### src/rtl/seq_run_pkg.sv
package seq_run_pkg;

    typedef enum logic [1:0] {
        ST_HALT  = 2'd0,
        ST_RUN   = 2'd1,
        ST_SLEEP = 2'd2
    } run_st_e;

    localparam logic [3:0] OFS_CTRL = 4'h0;
    localparam logic [3:0] OFS_STAT = 4'h4;
    localparam logic [3:0] OFS_PC   = 4'h8;

    localparam int CB_EN   = 0;
    localparam int CB_SW   = 1;
    localparam int CB_BED  = 2;
    localparam int CB_SRST = 3;

    localparam int SB_DONE = 2;
    localparam int SB_BUS  = 3;
    localparam int SB_OPC  = 4;
    localparam int SB_STOP = 5;
    localparam int SB_LOAD = 6;

    typedef struct packed {
        logic srst;
        logic bed;
        logic sw;
        logic en;
    } ctrl_t;

endpackage

### src/rtl/seq_ctrl_regs.sv
module seq_ctrl_regs
    import seq_run_pkg::*;
(
    input  logic       clk,
    input  logic       rst_n,
    input  logic       wr_ctrl,
    input  logic [3:0] wbits,
    input  logic       ext_en,
    output ctrl_t      ctrl_q,
    output logic       en_eff,
    output logic       srst_stb
);

    ctrl_t ctrl_d;

    always_comb begin
        ctrl_d      = ctrl_q;
        ctrl_d.srst = 1'b0;
        if (wr_ctrl) begin
            ctrl_d.en   = wbits[CB_EN];
            ctrl_d.sw   = wbits[CB_SW];
            ctrl_d.bed  = wbits[CB_BED];
            ctrl_d.srst = wbits[CB_SRST];
        end
    end

    always_ff @(posedge clk or negedge rst_n) begin
        if (!rst_n) ctrl_q <= '0;
        else        ctrl_q <= ctrl_d;
    end

    assign srst_stb = wr_ctrl & wbits[CB_SRST];
    assign en_eff   = ctrl_q.sw ? ctrl_q.en : ext_en;

    // the reset bit never survives two cycles
    a_r3_srst_self_clear: assert property (@(posedge clk) disable iff (!rst_n)
        (ctrl_q.srst && !srst_stb) |=> !ctrl_q.srst);

endmodule

### src/rtl/seq_pc_unit.sv
module seq_pc_unit #(
    parameter int PC_W = 17
) (
    input  logic            clk,
    input  logic            rst_n,
    input  logic [PC_W-1:0] rst_bits,
    input  logic            base_ld,
    input  logic [PC_W-1:0] base_bits,
    input  logic            pc_ld,
    input  logic [PC_W-1:0] ld_bits,
    input  logic            pc_step,
    output logic [PC_W-1:0] pc_q
);

    logic [PC_W-1:0] pc_d;

    always_comb begin
        pc_d = pc_q;
        if (base_ld)      pc_d = base_bits;
        else if (pc_ld)   pc_d = ld_bits;
        else if (pc_step) pc_d = pc_q + PC_W'(1);
    end

    always_ff @(posedge clk or negedge rst_n) begin
        if (!rst_n) pc_q <= rst_bits;
        else        pc_q <= pc_d;
    end

    // one word step per acknowledged fetch
    a_r5_step_by_word: assert property (@(posedge clk) disable iff (!rst_n)
        (pc_step && !base_ld && !pc_ld) |=> (pc_q == $past(pc_q) + PC_W'(1)));

    // without a load, step or base reload the PC holds
    a_r6_pc_holds: assert property (@(posedge clk) disable iff (!rst_n)
        (!pc_step && !base_ld && !pc_ld) |=> $stable(pc_q));

endmodule

### src/rtl/seq_run_fsm.sv
module seq_run_fsm
    import seq_run_pkg::*;
(
    input  logic clk,
    input  logic rst_n,
    input  logic en_eff,
    input  logic srst,
    input  logic bus_det_en,
    input  logic pc_wr,
    input  logic fetch_ack,
    input  logic cmd_done,
    input  logic is_sleep,
    input  logic opcode_err,
    input  logic bus_err,
    output logic fetch_req,
    output logic base_ld,
    output logic pc_ld,
    output logic pc_step,
    output logic flag_done,
    output logic flag_bus,
    output logic flag_opc,
    output logic flag_stop,
    output logic flag_load,
    output logic done_pulse
);

    typedef struct packed {
        run_st_e st;
        logic    act;
        logic    done;
        logic    berr;
        logic    oerr;
        logic    loaded;
        logic    dpulse;
    } fsm_t;

    fsm_t s_q, s_d;

    always_comb begin
        s_d        = s_q;
        s_d.dpulse = 1'b0;
        base_ld    = 1'b0;
        pc_ld      = 1'b0;
        if (srst) begin
            s_d.st     = ST_HALT;
            s_d.act    = 1'b0;
            s_d.done   = 1'b0;
            s_d.berr   = 1'b0;
            s_d.oerr   = 1'b0;
            s_d.loaded = 1'b0;
            base_ld    = 1'b1;
        end else begin
            case (s_q.st)
                ST_HALT: begin
                    if (en_eff) begin
                        s_d.st     = ST_RUN;
                        s_d.loaded = 1'b0;
                        if (!s_q.loaded) begin
                            base_ld  = 1'b1;
                            s_d.done = 1'b0;
                            s_d.berr = 1'b0;
                            s_d.oerr = 1'b0;
                        end
                    end else if (pc_wr) begin
                        pc_ld      = 1'b1;
                        s_d.loaded = 1'b1;
                    end
                end
                ST_RUN: begin
                    s_d.act = (s_q.act | fetch_ack) & ~cmd_done;
                    if (cmd_done && bus_err && bus_det_en) s_d.berr = 1'b1;
                    if (cmd_done && opcode_err)            s_d.oerr = 1'b1;
                    if (cmd_done && is_sleep) begin
                        s_d.done   = 1'b1;
                        s_d.dpulse = 1'b1;
                        s_d.st     = ST_SLEEP;
                    end else if (!en_eff && (cmd_done || (!s_q.act && !fetch_ack))) begin
                        s_d.st = ST_HALT;
                    end
                end
                ST_SLEEP: begin
                    if (!en_eff) s_d.st = ST_HALT;
                end
                default: s_d.st = ST_HALT;
            endcase
        end
    end

    always_ff @(posedge clk or negedge rst_n) begin
        if (!rst_n) begin
            s_q.st     <= ST_HALT;
            s_q.act    <= 1'b0;
            s_q.done   <= 1'b0;
            s_q.berr   <= 1'b0;
            s_q.oerr   <= 1'b0;
            s_q.loaded <= 1'b0;
            s_q.dpulse <= 1'b0;
        end else begin
            s_q <= s_d;
        end
    end

    assign fetch_req  = (s_q.st == ST_RUN) && (en_eff || s_q.act);
    assign pc_step    = fetch_req & fetch_ack;
    assign flag_done  = s_q.done;
    assign flag_bus   = s_q.berr;
    assign flag_opc   = s_q.oerr;
    assign flag_stop  = (s_q.st == ST_HALT);
    assign flag_load  = s_q.loaded;
    assign done_pulse = s_q.dpulse;

    // an unfinished command keeps the sequencer running
    a_r2_no_halt_mid_cmd: assert property (@(posedge clk) disable iff (!rst_n)
        (s_q.st == ST_RUN && s_q.act && !cmd_done && !srst) |=> (s_q.st == ST_RUN));

    // done pulse is a single cycle and arrives with the done flag
    a_r10_pulse_single: assert property (@(posedge clk) disable iff (!rst_n)
        s_q.dpulse |=> !s_q.dpulse);
    a_r10_pulse_with_flag: assert property (@(posedge clk) disable iff (!rst_n)
        s_q.dpulse |-> s_q.done);

    // the loaded flag rises only out of the halted state
    a_r7_load_when_halted: assert property (@(posedge clk) disable iff (!rst_n)
        $rose(s_q.loaded) |-> ($past(s_q.st) == ST_HALT));

    // sticky flags survive everything except a base restart or reset
    a_r11_bus_sticky: assert property (@(posedge clk) disable iff (!rst_n)
        (s_q.berr && !base_ld) |=> s_q.berr);
    a_r11_opc_sticky: assert property (@(posedge clk) disable iff (!rst_n)
        (s_q.oerr && !base_ld) |=> s_q.oerr);
    a_r11_done_sticky: assert property (@(posedge clk) disable iff (!rst_n)
        (s_q.done && !base_ld) |=> s_q.done);

endmodule

### src/rtl/seq_run_ctrl.sv
module seq_run_ctrl
    import seq_run_pkg::*;
#(
    parameter int          ADDR_W   = 32,
    parameter int          PC_LO    = 2,
    parameter int          PC_HI    = 18,
    parameter logic [31:0] RAM_BASE = 32'h2000_0000
) (
    input  logic        clk,
    input  logic        rst_n,
    input  logic        reg_wr,
    input  logic [3:0]  reg_addr,
    input  logic [31:0] reg_wdata,
    output logic [31:0] reg_rdata,
    input  logic        ext_en,
    input  logic [31:0] base_addr,
    output logic        fetch_req,
    output logic [31:0] fetch_addr,
    input  logic        fetch_ack,
    input  logic        cmd_done,
    input  logic        is_sleep,
    input  logic        opcode_err,
    input  logic        bus_err,
    output logic        done_pulse
);

    localparam int PC_W  = PC_HI - PC_LO + 1;
    localparam int TOP_W = ADDR_W - PC_HI - 1;

    ctrl_t           ctrl_q;
    logic            en_eff, srst_stb;
    logic            wr_ctrl, wr_pc;
    logic            base_ld, pc_ld, pc_step;
    logic            f_done, f_bus, f_opc, f_stop, f_load;
    logic [PC_W-1:0] pc_q;
    logic            unused_bits;

    assign wr_ctrl = reg_wr && (reg_addr == OFS_CTRL);
    assign wr_pc   = reg_wr && (reg_addr == OFS_PC);

    seq_ctrl_regs u_ctrl (
        .clk      (clk),
        .rst_n    (rst_n),
        .wr_ctrl  (wr_ctrl),
        .wbits    (reg_wdata[3:0]),
        .ext_en   (ext_en),
        .ctrl_q   (ctrl_q),
        .en_eff   (en_eff),
        .srst_stb (srst_stb)
    );

    seq_run_fsm u_fsm (
        .clk        (clk),
        .rst_n      (rst_n),
        .en_eff     (en_eff),
        .srst       (srst_stb),
        .bus_det_en (ctrl_q.bed),
        .pc_wr      (wr_pc),
        .fetch_ack  (fetch_ack),
        .cmd_done   (cmd_done),
        .is_sleep   (is_sleep),
        .opcode_err (opcode_err),
        .bus_err    (bus_err),
        .fetch_req  (fetch_req),
        .base_ld    (base_ld),
        .pc_ld      (pc_ld),
        .pc_step    (pc_step),
        .flag_done  (f_done),
        .flag_bus   (f_bus),
        .flag_opc   (f_opc),
        .flag_stop  (f_stop),
        .flag_load  (f_load),
        .done_pulse (done_pulse)
    );

    seq_pc_unit #(.PC_W(PC_W)) u_pc (
        .clk       (clk),
        .rst_n     (rst_n),
        .rst_bits  (RAM_BASE[PC_HI:PC_LO]),
        .base_ld   (base_ld),
        .base_bits (base_addr[PC_HI:PC_LO]),
        .pc_ld     (pc_ld),
        .ld_bits   (reg_wdata[PC_HI:PC_LO]),
        .pc_step   (pc_step),
        .pc_q      (pc_q)
    );

    assign fetch_addr = {RAM_BASE[ADDR_W-1 -: TOP_W], pc_q, {PC_LO{1'b0}}};

    always_comb begin
        reg_rdata = '0;
        case (reg_addr)
            OFS_CTRL: reg_rdata[3:0] = ctrl_q;
            OFS_STAT: begin
                reg_rdata[SB_DONE] = f_done;
                reg_rdata[SB_BUS]  = f_bus;
                reg_rdata[SB_OPC]  = f_opc;
                reg_rdata[SB_STOP] = f_stop;
                reg_rdata[SB_LOAD] = f_load;
            end
            OFS_PC:   reg_rdata = fetch_addr;
            default:  reg_rdata = '0;
        endcase
    end

    assign unused_bits = ^{reg_wdata[31:PC_HI+1], base_addr[31:PC_HI+1],
                           base_addr[PC_LO-1:0], reg_wdata[PC_LO-1:0]};

    // a PC load is only ever issued while halted
    a_r6_load_needs_stop: assert property (@(posedge clk) disable iff (!rst_n)
        pc_ld |-> (f_stop && wr_pc));

    // fixed address bits never move
    a_r4_fixed_bits: assert property (@(posedge clk) disable iff (!rst_n)
        fetch_req |-> (fetch_addr[31:19] == 13'h400 && fetch_addr[1:0] == 2'b00));

endmodule

### config.mk
export PLATFORM = sky130hd
export DESIGN_NAME = seq_run_ctrl
export DESIGN_NICKNAME = d
export VERILOG_FILES = /design/src/rtl/seq_run_pkg.sv /design/src/rtl/seq_ctrl_regs.sv /design/src/rtl/seq_pc_unit.sv /design/src/rtl/seq_run_fsm.sv /design/src/rtl/seq_run_ctrl.sv
export SDC_FILE = /design/constraint.sdc
export NUM_CORES = 1
export LEC_CHECK = 0
export ABC_AREA = 1
export ABC_CLOCK_PERIOD_IN_PS = 1800
export BUFFER_PORTS_ARGS = -buffer_cell sky130_fd_sc_hd__buf_4
export CAP_MARGIN = 40
export CELL_PAD_IN_SITES_DETAIL_PLACEMENT = 1
export CELL_PAD_IN_SITES_GLOBAL_PLACEMENT = 1
export CORE_MARGIN = 10
export CORE_UTILIZATION = 30
export CTS_BUF_LIST = sky130_fd_sc_hd__clkbuf_8
export CTS_CLUSTER_SIZE = 12
export DETAILED_ROUTE_END_ITERATION = 8
export HOLD_SLACK_MARGIN = 0.12
export PLACE_DENSITY = 0.91
export SYNTH_ARGS = -nofsm -noshare
export SYNTH_HDL_FRONTEND = slang
export SYNTH_SLANG_ARGS = --single-unit
export TNS_END_PERCENT = 30
### constraint.sdc
create_clock -name clk -period 1.8 [get_ports clk]
set_input_delay 0.36 -clock clk [delete_from_list [all_inputs] [get_ports clk]]
set_output_delay 0.36 -clock clk [all_outputs]
set_load 0.1 [all_outputs]
After elaboration in Yosys (flattened, before gate mapping)
Index checks and enable logic that the tools add are counted.
{"block": "word_totals", "ff_bits": 29, "latchBits": 0, "mem_bits_rw": 0, "mem_bits_ro": 0, "n_memories": 0}
{"block": "op_classes", "addsub": 1, "multipliers": 0, "div": 0, "order_cmp": 0, "eq_ne": 11, "shift": 0, "n_mux": 36, "bitwise": 5, "n_reduce_logical": 26}
{"cell": "$mux W17", "count": 3}
{"cell": "$mux W23", "count": 1}
{"cell": "$mux W1", "count": 19}
{"cell": "$add A17 B1 Y17 const B", "count": 1}
{"cell": "$ne A3 B2 Y1 const B", "count": 4}
{"cell": "$pmux W2 S3", "count": 2}
{"cell": "$pmux W3 S2", "count": 2}
{"cell": "$reduce_and A4 Y1", "count": 3}
{"cell": "$mux W2", "count": 5}
{"cell": "$logic_and A1 B1 Y1", "count": 9}
{"cell": "$reduce_bool A3 Y1", "count": 3}
{"cell": "$mux W7", "count": 1}
{"cell": "$mux W3", "count": 2}
{"cell": "$ne A3 B3 Y1 const B", "count": 2}
{"cell": "$eq A4 B3 Y1 const B", "count": 1}
{"cell": "$eq A4 B4 Y1 const B", "count": 1}
{"cell": "$logic_not A4 Y1", "count": 1}
{"cell": "$mux W4", "count": 1}
{"cell": "$ne A4 B2 Y1 const B", "count": 1}
{"cell": "$reduce_bool A2 Y1", "count": 2}
{"cell": "$and A1 B1 Y1", "count": 3}
{"cell": "$logic_not A1 Y1", "count": 3}
{"cell": "$reduce_and A3 Y1", "count": 1}
{"cell": "$eq A2 B1 Y1 const B", "count": 1}
{"cell": "6 further kinds", "count": 7}

Logic depth before layout (Yosys ltp)
{"block": "depth", "word_depth": 8, "depth_mapped": 12, "depth_no_buf": 12}

Worst setup path before layout
Ideal clock, no wire load.
{"block": "synth_timing", "path_kind": "input to output", "start": "input port reg_addr[0]", "end": "output port reg_rdata[4]", "arrival_time_ps": 2845, "required_ps": 1440, "slack_ps": -1405, "cell_stages": 5, "path_cell_list": "inv_1 > nand2_4 > nor3_1 > inv_1 > o21ai_0"}
{"block": "synth_via", "elab_chain_len": 2, "elab_cells_between_ends": 3}
{"item": "from (decl)", "line_no": "seq_run_ctrl.sv:12", "rtl": "input logic [3:0] reg_addr,"}
{"item": "$eq A4 B4 Y1 or $eq A4 B3 Y1 (tied branches)", "line_no": "seq_run_ctrl.sv:92", "rtl": "case (reg_addr)"}
{"item": "$pmux W3 S2 *", "line_no": "seq_run_ctrl.sv:92"}
{"item": "to (decl)", "line_no": "seq_run_ctrl.sv:14", "rtl": "output logic [31:0] reg_rdata,"}
Mark *: on every way between the ends. The rest lies on a longest branch, timed or not.

Worst setup path after layout
{"block": "layout_timing", "start": "input port reg_addr[2]", "end": "output port reg_rdata[2]"}
{"block": "layout_via", "elab_chain_len": 2, "elab_cells_between_ends": 4}
{"item": "$eq A4 B4 Y1 (tied with other cells)", "line_no": "seq_run_ctrl.sv:92"}
{"item": "$pmux W2 S3 *", "line_no": "seq_run_ctrl.sv:92"}
Marks and branches as above.

==> results.json <==
{
  "die_w_um": 113,
  "clock_latency_ps": 280,
  "start_kind": "primary input",
  "htreeDepth": 2,
  "fp-row-count": 34,
  "final_max_slew_viol_count": 0,
  "cts_root_buffer": "clkbuf_8",
  "avgSynthCellArea_um2": 6.40,
  "ant_nets": 0,
  "diodes": 0,
  "grt_max_degree": 30,
  "report.final.hold_viol_count": 0,
  "cts.path.max_buffers": 2,
  "regArea_um2": 733,
  "whs_ps": 338,
  "fillers": 1113,
  "dieArea_um2": 12900,
  "ir_drop_v": 0.000813,
  "status": "finished, final reports clean",
  "nets": 589,
  "avgRoutedWirePerCell_um": 15.2,
  "finalClockSkew_ps": 3.64,
  "final.min_clock_period_ps": 1750,
  "ys_seq_area_share_pct": 27.7,
  "critical_path.max_fanout": 6,
  "period_share_pct": 97.0,
  "netlist_area_um2": 2620,
  "final_area_um2": 3740,
  "place_area_um2": 3530,
  "drtIter0Drc": 61,
  "final-setup-viol-count": 0,
  "drc": 0,
  "first_pass_iters": 5,
  "mostFrequentLayoutCell": "nand2_1",
  "portBuffers": 87,
  "multiInputGateArea_um2": 1650,
  "grt_remaining_overflow": 0,
  "yosys_warnings": 0,
  "vias_per_cell": 4.61,
  "path_cells": "buf_4, inv_16, nand2_8, nor2_8, inv_4, o221ai_2, buf_4",
  "track_usage_pct": 14.2,
  "crit_path_top_delay_cell": "buf_4",
  "start_util_pct": 30.5,
  "clk_transition_reported_paths_ps": 70,
  "drt_wl_total_um": 9450,
  "ys_ff_latch": 29,
  "gp_congestion": 0.830,
  "io_pins": 143,
  "final_cell_mix": "nand2_1, buf_4, nor2_1, inv_1, conb_1",
  "hp-class": "in2reg",
  "crit_type": "in2out",
  "ys_types": 39,
  "cp-end-kind": "output port",
  "layout-drive-gt1-share_pct": 34.0,
  "maxCapViolations": 0,
  "area_growth_pct": 42.8,
  "grt_pass1_wl_um": 15300,
  "antenna_found_initial": 0,
  "synthCells": 410,
  "core-area_um2": 8590,
  "cp.required_ps": 1440,
  "vias": 2861,
  "arrival_ps": 1390,
  "cpPeakStageDelay_ps": 320,
  "p_per_area_nw_per_um2": 1760,
  "cp_common_cell": "buf_4",
  "fp.dieH_um": 113,
  "cts_buffers": 5,
  "leakagePower_uw": 0.00201,
  "fmax_mhz": 573,
  "numClockSinks": 29,
  "grt_pass1_vias": 3099,
  "dp_hpwl_um": 7730,
  "cts_tree": "done"
}
## cell usage after synthesis
cell | instances | area [µm²]
a21oi_2 | 3 | 26.3
o22ai_1 | 1 | 6.26
nand3_2 | 1 | 10.0
o211ai_1 | 2 | 15.0
o21ai_1 | 2 | 10.0
buf_6 | 5 | 56.3
o31ai_1 | 1 | 7.51
o21ai_0 | 5 | 25.0
a21oi_1 | 7 | 35.0
ha_1 | 1 | 12.5
dfrtp_1 | 29 | 726
inv_2 | 2 | 7.51
o41ai_1 | 1 | 8.76
xor2_1 | 2 | 17.5
nor2_1 | 74 | 278
conb_1 | 2 | 7.51
nand2_4 | 4 | 45.0
o221ai_1 | 1 | 8.76
a211oi_1 | 1 | 7.51
nand4_2 | 1 | 12.5
clkbuf_1 | 1 | 3.75
xnor2_1 | 1 | 8.76
nand2_2 | 3 | 18.8
nor2_2 | 4 | 25.0
mux2_2 | 1 | 11.3
o211ai_2 | 7 | 87.6
nand2_1 | 138 | 518
nor2_8 | 1 | 20.0
nor3_1 | 2 | 10.0
buf_2 | 2 | 10.0
buf_4 | 29 | 218
o32ai_1 | 1 | 8.76
o21ai_2 | 1 | 8.76
nand3_4 | 2 | 35.0
nand4_1 | 3 | 18.8
inv_1 | 46 | 173
nand3_1 | 21 | 105
nor2_4 | 1 | 11.3
inv_6 | 1 | 8.76
## area by class of cell
type / instances / share of cell area (%)
multi-input combinational: 320 / 44.2
inverter: 49 / 6.25
clock buffer: 6 / 2.21
timing repair buffer: 106 / 23.3
sequential: 29 / 19.6
clock inverter: 2 / 0.902
tap: 108 / 3.61
## through the flow
| stage | util (%) | total power, µW | std cells | worst slack, ps | TNS, ps |
|---|---|---|---|---|---|
| after CTS | 42.6 | 6560 | 617 | 3.35 | 0 |
| after floorplan | - | 4810 | 435 | -756 | -10600 |
| final | 43.6 | 6580 | 620 | 53.9 | 0 |
| after detailed placement | 41.1 | 5820 | 608 | 11.2 | 0 |
| after global placement | 41.1 | 5700 | 608 | 10.4 | 0 |
| after global routing | 43.6 | 7040 | 620 | -17.3 | -19.8 |
## cells by family after synthesis
| family | count (synthesis) | synth area share [%] |
|---|---|---|
| muxes | 1 | 0.429 |
| AOI/OAI and AO/OA | 33 | 9.73 |
| DFF | 29 | 27.7 |
| and+or+nand+nor | 255 | 42.2 |
| xor gates and xnor gates | 3 | 1.00 |
| adders and majority gates | 1 | 0.477 |
| buffers and inverters | 86 | 18.2 |
| other | 2 | 0.286 |
## path summary, 6_finish.rpt
kind	startpoint	to	slack (ps)	depth (start not counted)
setup / recovery	reg_addr[2]	reg_rdata[2]	50	7
hold / removal	reg_wdata[0]	u_ctrl.ctrl_q[0]	340	3
hold reg to reg	u_fsm.s_q[6]	u_fsm.s_q[6]	510	1
min in group asynchronous	rst_n	u_pc.pc_q[9]	540	2
setup reg to reg	u_pc.pc_q[1]	u_pc.pc_q[12]	170	12
max in group asynchronous	rst_n	u_pc.pc_q[11]	940	2
## metal layers
layer  vias up  GRT usage, %  wire [µm]  share of wire, %
li1       1409             -          -                 -
met1      1372          15.7       3810                40
met2        72          26.3       5100                54
met3         8          3.46        453               4.8
met4         0          3.30         93              0.98
met5         -             0          0                 0
## registers in the layout, indices dropped and copies added, names as in the netlist
name and cells:
u_pc.pc_q 17, u_fsm.s_q 3, u_ctrl.ctrl_q 4, u_fsm.flag_opc 1
u_fsm.done_pulse 1, u_fsm.flag_done 1, u_fsm.flag_bus 1, u_fsm.flag_load 1
## power breakdown
group,internal [µW],leakage (µW),switching (µW)
sequential,934,0.000347,344
combinational,1180,0.00160,3410
clock,445,0.0000626,266
total,2560,0.00201,4020
## timing repair
| action | in CTS | in global routing |
|---|---|---|
| hold buffers | 1 | 0 |
| setup buffers | 0 | 3 |
| setup endpoints to repair | 0 | 18 |
| hold endpoints to repair | 29 | 0 |
| resized for setup | 0 | 17 |
## critical path, delay by kind of cell
family	cells	cell delay [ps]
AOI/OAI and AO/OA	1	180
buffers and inverters	4	640
and+or+nand+nor	2	200
Power figures use the tool's default switching activity.
